## src/rtl/qpos_pkg.sv

```systemverilog
package qpos_pkg;
  typedef enum logic [1:0] {
    SRC_QUAD      = 2'd0,
    SRC_PULSE_DIR = 2'd1,
    SRC_UP        = 2'd2,
    SRC_DOWN      = 2'd3
  } src_e;

  typedef struct packed {
    src_e src;
    logic both_edges;
    logic swap;
    logic inv_a;
    logic inv_b;
  } dec_cfg_t;

  localparam int OFS_POS  = 'h00;
  localparam int OFS_INIT = 'h04;
  localparam int OFS_MAX  = 'h08;
  localparam int OFS_DEC  = 'h28;
  localparam int OFS_MOD  = 'h2A;

  localparam int DEC_SRC_LSB = 14;
  localparam int DEC_BOTH    = 11;
  localparam int DEC_SWAP    = 10;
  localparam int DEC_INV_A   = 8;
  localparam int DEC_INV_B   = 7;
  localparam int MOD_EN      = 3;
endpackage

```

## src/rtl/qpos_sync.sv

```systemverilog
module qpos_sync #(
  parameter int WIDTH  = 2,
  parameter int STAGES = 2
) (
  input  logic             clk_i,
  input  logic             rst_ni,
  input  logic [WIDTH-1:0] d_i,
  output logic [WIDTH-1:0] q_o
);
  logic [STAGES-1:0][WIDTH-1:0] pipe_q;

  always_ff @(posedge clk_i or negedge rst_ni) begin
    if (!rst_ni) pipe_q <= '0;
    else         pipe_q <= {pipe_q[STAGES-2:0], d_i};
  end

  assign q_o = pipe_q[STAGES-1];
endmodule

```

## src/rtl/qpos_decode.sv

```systemverilog
module qpos_decode
  import qpos_pkg::*;
(
  input  logic     clk_i,
  input  logic     rst_ni,
  input  logic     en_i,
  input  logic     a_i,
  input  logic     b_i,
  input  dec_cfg_t cfg_i,
  output logic     step_up_o,
  output logic     step_dn_o,
  output logic     err_o
);
  logic [1:0] raw_prev_q;
  logic [1:0] cur, old;
  logic       ea, eb, rise_a, illegal, ev;

  // conditioning is applied to both samples so control changes make no edge
  function automatic logic [1:0] cond(input logic [1:0] raw, input dec_cfg_t c);
    logic a, b;
    a = raw[1] ^ c.inv_a;
    b = raw[0] ^ c.inv_b;
    return c.swap ? {b, a} : {a, b};
  endfunction

  always_ff @(posedge clk_i or negedge rst_ni) begin
    if (!rst_ni) raw_prev_q <= '0;
    else         raw_prev_q <= {a_i, b_i};
  end

  assign cur    = cond({a_i, b_i}, cfg_i);
  assign old    = cond(raw_prev_q, cfg_i);
  assign ea     = cur[1] ^ old[1];
  assign eb     = cur[0] ^ old[0];
  assign rise_a = cur[1] & ~old[1];
  assign ev     = cfg_i.both_edges ? ea : rise_a;

  always_comb begin
    step_up_o = 1'b0;
    step_dn_o = 1'b0;
    illegal   = 1'b0;
    if (en_i) begin
      unique case (cfg_i.src)
        SRC_QUAD: begin
          if (ea && eb) illegal = 1'b1;
          else if (ea) begin
            step_up_o = cur[1] != cur[0];
            step_dn_o = cur[1] == cur[0];
          end else if (eb) begin
            step_up_o = cur[0] == cur[1];
            step_dn_o = cur[0] != cur[1];
          end
        end
        SRC_PULSE_DIR: begin
          step_up_o = rise_a & cur[0];
          step_dn_o = rise_a & ~cur[0];
        end
        SRC_UP:   step_up_o = ev;
        SRC_DOWN: step_dn_o = ev;
        default: ;
      endcase
    end
  end

  always_ff @(posedge clk_i or negedge rst_ni) begin
    if (!rst_ni)      err_o <= 1'b0;
    else if (illegal) err_o <= 1'b1;
  end
endmodule

```

## src/rtl/qpos_position.sv

```systemverilog
module qpos_position #(
  parameter int CNT_W = 32
) (
  input  logic             clk_i,
  input  logic             rst_ni,
  input  logic             step_up_i,
  input  logic             step_dn_i,
  input  logic             wr_i,
  input  logic [CNT_W-1:0] wr_val_i,
  input  logic [CNT_W-1:0] max_i,
  output logic [CNT_W-1:0] pos_o,
  output logic             dir_o
);
  always_ff @(posedge clk_i or negedge rst_ni) begin
    if (!rst_ni) begin
      pos_o <= '0;
      dir_o <= 1'b0;
    end else if (wr_i) begin
      if (wr_val_i <= max_i) pos_o <= wr_val_i;
    end else if (step_up_i) begin
      pos_o <= (pos_o >= max_i) ? '0 : pos_o + 1'b1;
      dir_o <= 1'b1;
    end else if (step_dn_i) begin
      pos_o <= (pos_o == '0) ? max_i : pos_o - 1'b1;
      dir_o <= 1'b0;
    end
  end
endmodule

```

## src/rtl/qpos_regs.sv

```systemverilog
module qpos_regs
  import qpos_pkg::*;
#(
  parameter int CNT_W  = 32,
  parameter int CTRL_W = 16,
  parameter int ADDR_W = 8
) (
  input  logic              clk_i,
  input  logic              rst_ni,
  input  logic              we_i,
  input  logic [ADDR_W-1:0] addr_i,
  input  logic [CNT_W-1:0]  wdata_i,
  input  logic [CNT_W-1:0]  pos_i,
  output logic [CNT_W-1:0]  rdata_o,
  output dec_cfg_t          cfg_o,
  output logic              en_o,
  output logic [CNT_W-1:0]  max_o,
  output logic              pos_wr_o,
  output logic [CNT_W-1:0]  pos_wdata_o
);
  localparam logic [CTRL_W-1:0] DEC_MASK =
    CTRL_W'((3 << DEC_SRC_LSB) | (1 << DEC_BOTH) | (1 << DEC_SWAP) |
            (1 << DEC_INV_A) | (1 << DEC_INV_B));
  localparam logic [CTRL_W-1:0] MOD_MASK = CTRL_W'(1 << MOD_EN);

  logic [CNT_W-1:0]  init_q, max_q;
  logic [CTRL_W-1:0] dec_q, mod_q;

  always_ff @(posedge clk_i or negedge rst_ni) begin
    if (!rst_ni) begin
      init_q <= '0;
      max_q  <= '0;
      dec_q  <= '0;
      mod_q  <= '0;
    end else if (we_i) begin
      unique case (addr_i)
        ADDR_W'(OFS_INIT): init_q <= wdata_i;
        ADDR_W'(OFS_MAX):  max_q  <= wdata_i;
        ADDR_W'(OFS_DEC):  dec_q  <= wdata_i[CTRL_W-1:0] & DEC_MASK;
        ADDR_W'(OFS_MOD):  mod_q  <= wdata_i[CTRL_W-1:0] & MOD_MASK;
        default: ;
      endcase
    end
  end

  always_comb begin
    unique case (addr_i)
      ADDR_W'(OFS_POS):  rdata_o = pos_i;
      ADDR_W'(OFS_INIT): rdata_o = init_q;
      ADDR_W'(OFS_MAX):  rdata_o = max_q;
      ADDR_W'(OFS_DEC):  rdata_o = CNT_W'(dec_q);
      ADDR_W'(OFS_MOD):  rdata_o = CNT_W'(mod_q);
      default:           rdata_o = '0;
    endcase
  end

  assign cfg_o.src        = src_e'(dec_q[DEC_SRC_LSB +: 2]);
  assign cfg_o.both_edges = dec_q[DEC_BOTH];
  assign cfg_o.swap       = dec_q[DEC_SWAP];
  assign cfg_o.inv_a      = dec_q[DEC_INV_A];
  assign cfg_o.inv_b      = dec_q[DEC_INV_B];
  assign en_o             = mod_q[MOD_EN];
  assign max_o            = max_q;
  assign pos_wr_o         = we_i && (addr_i == ADDR_W'(OFS_POS));
  assign pos_wdata_o      = wdata_i;
endmodule

```

## src/rtl/qpos_counter.sv

```systemverilog
module qpos_counter
  import qpos_pkg::*;
#(
  parameter int CNT_W       = 32,
  parameter int CTRL_W      = 16,
  parameter int ADDR_W      = 8,
  parameter int SYNC_STAGES = 2
) (
  input  logic              clk_i,
  input  logic              rst_ni,
  input  logic              enc_a_i,
  input  logic              enc_b_i,
  input  logic              reg_we_i,
  input  logic [ADDR_W-1:0] reg_addr_i,
  input  logic [CNT_W-1:0]  reg_wdata_i,
  output logic [CNT_W-1:0]  reg_rdata_o,
  output logic [CNT_W-1:0]  pos_o,
  output logic              dir_o,
  output logic              phase_err_o
);
  logic [1:0]       ab_sync;
  dec_cfg_t         cfg;
  logic             cnt_en, step_up, step_dn, pos_wr;
  logic [CNT_W-1:0] max_val, pos_wdata;

  qpos_sync #(.WIDTH(2), .STAGES(SYNC_STAGES)) u_sync (
    .clk_i, .rst_ni, .d_i({enc_a_i, enc_b_i}), .q_o(ab_sync)
  );

  qpos_regs #(.CNT_W(CNT_W), .CTRL_W(CTRL_W), .ADDR_W(ADDR_W)) u_regs (
    .clk_i, .rst_ni, .we_i(reg_we_i), .addr_i(reg_addr_i), .wdata_i(reg_wdata_i),
    .pos_i(pos_o), .rdata_o(reg_rdata_o), .cfg_o(cfg), .en_o(cnt_en),
    .max_o(max_val), .pos_wr_o(pos_wr), .pos_wdata_o(pos_wdata)
  );

  qpos_decode u_dec (
    .clk_i, .rst_ni, .en_i(cnt_en), .a_i(ab_sync[1]), .b_i(ab_sync[0]),
    .cfg_i(cfg), .step_up_o(step_up), .step_dn_o(step_dn), .err_o(phase_err_o)
  );

  qpos_position #(.CNT_W(CNT_W)) u_pos (
    .clk_i, .rst_ni, .step_up_i(step_up), .step_dn_i(step_dn), .wr_i(pos_wr),
    .wr_val_i(pos_wdata), .max_i(max_val), .pos_o(pos_o), .dir_o(dir_o)
  );
endmodule

```

## config.mk

```make
export PLATFORM = sky130hd
export DESIGN_NAME = qpos_counter
export DESIGN_NICKNAME = d
export VERILOG_FILES = /design/src/rtl/qpos_pkg.sv /design/src/rtl/qpos_sync.sv /design/src/rtl/qpos_decode.sv /design/src/rtl/qpos_position.sv /design/src/rtl/qpos_regs.sv /design/src/rtl/qpos_counter.sv
export SDC_FILE = /design/constraint.sdc
export NUM_CORES = 1
export LEC_CHECK = 0
export BUFFER_PORTS_ARGS = -buffer_cell sky130_fd_sc_hd__buf_2
export CAP_MARGIN = 20
export CORE_ASPECT_RATIO = 1.5
export CORE_MARGIN = 2
export CORE_UTILIZATION = 30
export DETAILED_ROUTE_END_ITERATION = 7
export GPL_TIMING_DRIVEN = 0
export PLACE_DENSITY = 0.56
export SLEW_MARGIN = 20
export SYNTH_ARGS = -nofsm -noshare
export SYNTH_HDL_FRONTEND = slang
export SYNTH_HIERARCHICAL = 1
export SYNTH_SLANG_ARGS = --single-unit
```

## constraint.sdc

```tcl
create_clock -name clk_i -period 7.22 [get_ports clk_i]
set_clock_uncertainty 0.2 [all_clocks]
set_input_delay 0.361 -clock clk_i [delete_from_list [all_inputs] [get_ports clk_i]]
set_output_delay 0.361 -clock clk_i [all_outputs]
set_load 0.01 [all_outputs]
```

==> metrics.cfg <==
[logic_synthesis]
synth_top_cells_by_area=sky130_fd_sc_hd__dfrtp_1 (30%), sky130_fd_sc_hd__ha_1 (9.1%), sky130_fd_sc_hd__mux2_2 (8.4%)
synth_seq_area_share_pct=29.7
netlist_top_cells_count=sky130_fd_sc_hd__dfrtp_1 (111), sky130_fd_sc_hd__nor2_1 (85), sky130_fd_sc_hd__nand2_1 (71)
syn-cell-area_mm2=0.00935
syn_warnings=6
synth-compound-area-share_pct=17.9
synth_seq_cells=111
synth_cell_types=71
synth.top_cell.area_share_pct=29.7
multiplexer_share_of_the_synthesized_area_pct=12.1
synth_top_flop_cell=sky130_fd_sc_hd__dfrtp_1
post-synth-top-area-cell=sky130_fd_sc_hd__dfrtp_1
post_synth_xor_area_fraction_pct=4.95
synth-simple-area-share_pct=17.5
gate_count_post_synth=1036
synth.avg_cell_area_um2=9.03
synth_enable_flop_cells=0
combinational_family_with_the_most_area_after_synthesis=compound AO/OA/AOI/OAI gates
synthMostInstantiatedCell=sky130_fd_sc_hd__dfrtp_1
synth_nets=1149
postSynth.asyncResetShare_pct=100
synth_adder_area_share_pct=9.10

[die]
dieArea_mm2=0.0326
die_height_um=220
die_w_um=148
floorplan.core_area_mm2=0.0308
floorplan.initialDensity_pct=30.3
floorplan.rows=79
design.portCount=111

[detailed_routing]
drt_iter0_markers=567
detail_route.first_pass.iterations=5
viasPerCell=5.45
post_drt_wl_per_cell_um=22.3
detailroute.via_count=8557
detail_route.drc_violations=0
routed_wirelength_um=35000
antenna_left=0

[timing]
grt_setup_unrepaired=false
final-hold-violation-count=0
timing_max_transition_violations_final=0
normalized_max_slew_margin_pct=30.2
final.min_clock_period_ns=5.25
setup_tns_final_ns=0
worst_slew_pin_slew_ns=1.04
post-route-period-util_pct=72.7
max_freq_mhz=191
report.final.setup_viol=0

[placed_design]
port_buffers=109
place_congestion=0.971
place.detailed.hpwl_um=26900

[flow_run]
max_cap_violations=0

[clock_network]
cts_buffer_depth=2
cts.sink_count=111
clock_insertion_delay_worst_skew_ns=0.39
clock_tree_from_tritoncts=done
post_cts_repair_timing_setup_buffer_count=0
cts_made_buffers=9
cts.htree.levels=3
cts.root.buffer_cell=sky130_fd_sc_hd__clkbuf_16
cts_repair_resize_count=0
cts_hold_repair.buffers=3
cts.reportedPaths.clkPinSlew_ns=0.08

[cells_and_area]
drive_gt1_share_pct=25.9
nets=1273
final_core_utilization_pct=34.8
fillers=3297
number_of_antenna_cells_inserted=0
layout_overhead_on_the_synthesized_area_pct=14.9

[grt]
overall_routing_resource_usage_pct=21.6
grt_antenna_before_repair=0
largest_net_degree_at_the_start_of_global_routing=68
grt_remaining_overflow=0
vias_in_the_first_global_route=8841
global_route_wire_length_before_repair_um=52600

[worst_setup_path]
cp-start-kind=input port
timing.critical_path.to_type=flip-flop
critical_path_arrival_ns=5.29
timing.critical_path.fanout_max=10
worst-setup-path-type=in -> reg
worstPathRequired_ns=7.27

[pwr]
irDropWorstVdd_uv=111
power.density_cell_area_mw_per_mm2=212
leakage_nw=4.75

[min_path]
worstHoldPathType=in -> reg

[status]
status=finished, final reports clean

critical path: stages:
cell,delay [ns]
sky130_fd_sc_hd__buf_2,0.10
sky130_fd_sc_hd__nor2_1,0.44
sky130_fd_sc_hd__nand2_1,0.55
sky130_fd_sc_hd__nor4b_1,0.40
sky130_fd_sc_hd__clkbuf_1,0.56
sky130_fd_sc_hd__clkinv_1,0.66
sky130_fd_sc_hd__a211o_1,0.47
sky130_fd_sc_hd__o41a_1,0.51
sky130_fd_sc_hd__or2_1,0.26
sky130_fd_sc_hd__clkbuf_1,0.17
sky130_fd_sc_hd__clkbuf_1,0.37
sky130_fd_sc_hd__o31ai_1,0.34
sky130_fd_sc_hd__a21oi_1,0.08
sequential cells by signal (all words and copies together), names as in the netlist:
| register | count |
|---|---|
| u_sync/pipe_q | 2 |
| u_regs/max_o | 32 |
| u_regs/mod_q | 1 |
| u_sync/q_o | 2 |
| u_dec/err_o | 1 |
| u_dec/raw_prev_q | 2 |
| u_regs/init_q | 32 |
| u_regs/dec_q | 6 |
| u_pos/pos_o | 32 |
| u_pos/dir_o | 1 |
area by class of cell:
cell class	instances	area [µm²]	area share, %
inverters	46	173	1.61
flip-flops and latches	111	2780	25.8
multi-input cells	767	5760	53.6
clock inverters	4	32.5	0.303
repair buffers	113	609	5.67
clock buffers	11	243	2.26
well taps	405	507	4.72
plain buffers	112	648	6.03
cells by family after synthesis:
family	count (synthesis)
AO/OA/AOI/OAI	225
multiplexers	104
AND/OR/NAND/NOR	318
adder cells (fa/ha/maj)	68
XOR/XNOR	52
flip-flops	111
buffers and inverters	158
final timing paths:
check | depth (start not counted) | slack [ns] | from | to
setup reg to reg | 17 | 2.51 | u_sync/q_o[0] | u_pos/pos_o[24]
hold reg to reg | 0 | 0.16 | u_sync/pipe_q[0] | u_sync/q_o[0]
hold / removal | 2 | 0.03 | reg_wdata_i[21] | u_regs/init_q[21]
max in group asynchronous | 3 | 5.79 | rst_ni | u_regs/init_q[12]
min in group asynchronous | 2 | 0.28 | rst_ni | u_regs/init_q[2]
setup / recovery | 13 | 1.97 | reg_addr_i[1] | u_pos/pos_o[30]
power breakdown:
group / switching (W) / total (W) / internal, W
registers: 0.000111 / 0.000796 / 0.000685
logic: 0.000567 / 0.000980 / 0.000414
clock network: 0.000261 / 0.000505 / 0.000243
cells in the final DEF (no fill, tap or decap), drive strengths merged, types with 4 or more instances in the layout:
master / count
a211oi: 45
a21o: 4
a21oi: 64
a221oi: 6
a22o: 10
a311oi: 9
a31oi: 6
and2: 7
and3: 7
and4: 6
buf: 171
clkbuf: 62
dfrtp: 111
ha: 68
inv: 45
mux2: 71
mux2i: 33
nand2: 71
nand2b: 5
nand3: 28
nand4: 25
nor2: 85
nor2b: 7
nor3: 18
nor4: 12
nor4b: 4
o21ai: 9
o2bb2ai: 7
o31ai: 24
o32ai: 10
or2: 27
or3: 6
or4: 6
xnor2: 36
xor2: 16
metrics by stage:
| step | cells | power, W | instance area (µm²) | setup WS [ns] | hold slack [ns] |
|---|---|---|---|---|---|
| 2_1_floorplan | 1036 | 0.00145 | 9350 | 3.61 | -0.135 |
| 4_1_cts | 1569 | 0.00229 | 10700 | 2.12 | 0.0183 |
| 3_5_place_dp | 1551 | 0.00178 | 10400 | 1.74 | 0.137 |
| 6_report | 1569 | 0.00228 | 10700 | 1.97 | 0.0326 |
| 3_3_place_gp | 1550 | 0.00176 | 10400 | 1.75 | 0.138 |
| 5_1_grt | 1569 | 0.00242 | 10700 | 1.90 | 0.0339 |
per-layer routing:
metal	track usage (%)	wire length, µm	vias up
li1	-	-	3988
met1	22.5	13000	4148
met2	39.7	17900	299
met3	4.19	1770	122
met4	13.6	2360	0
met5	0	0	-
Power figures use the tool's default switching activity.
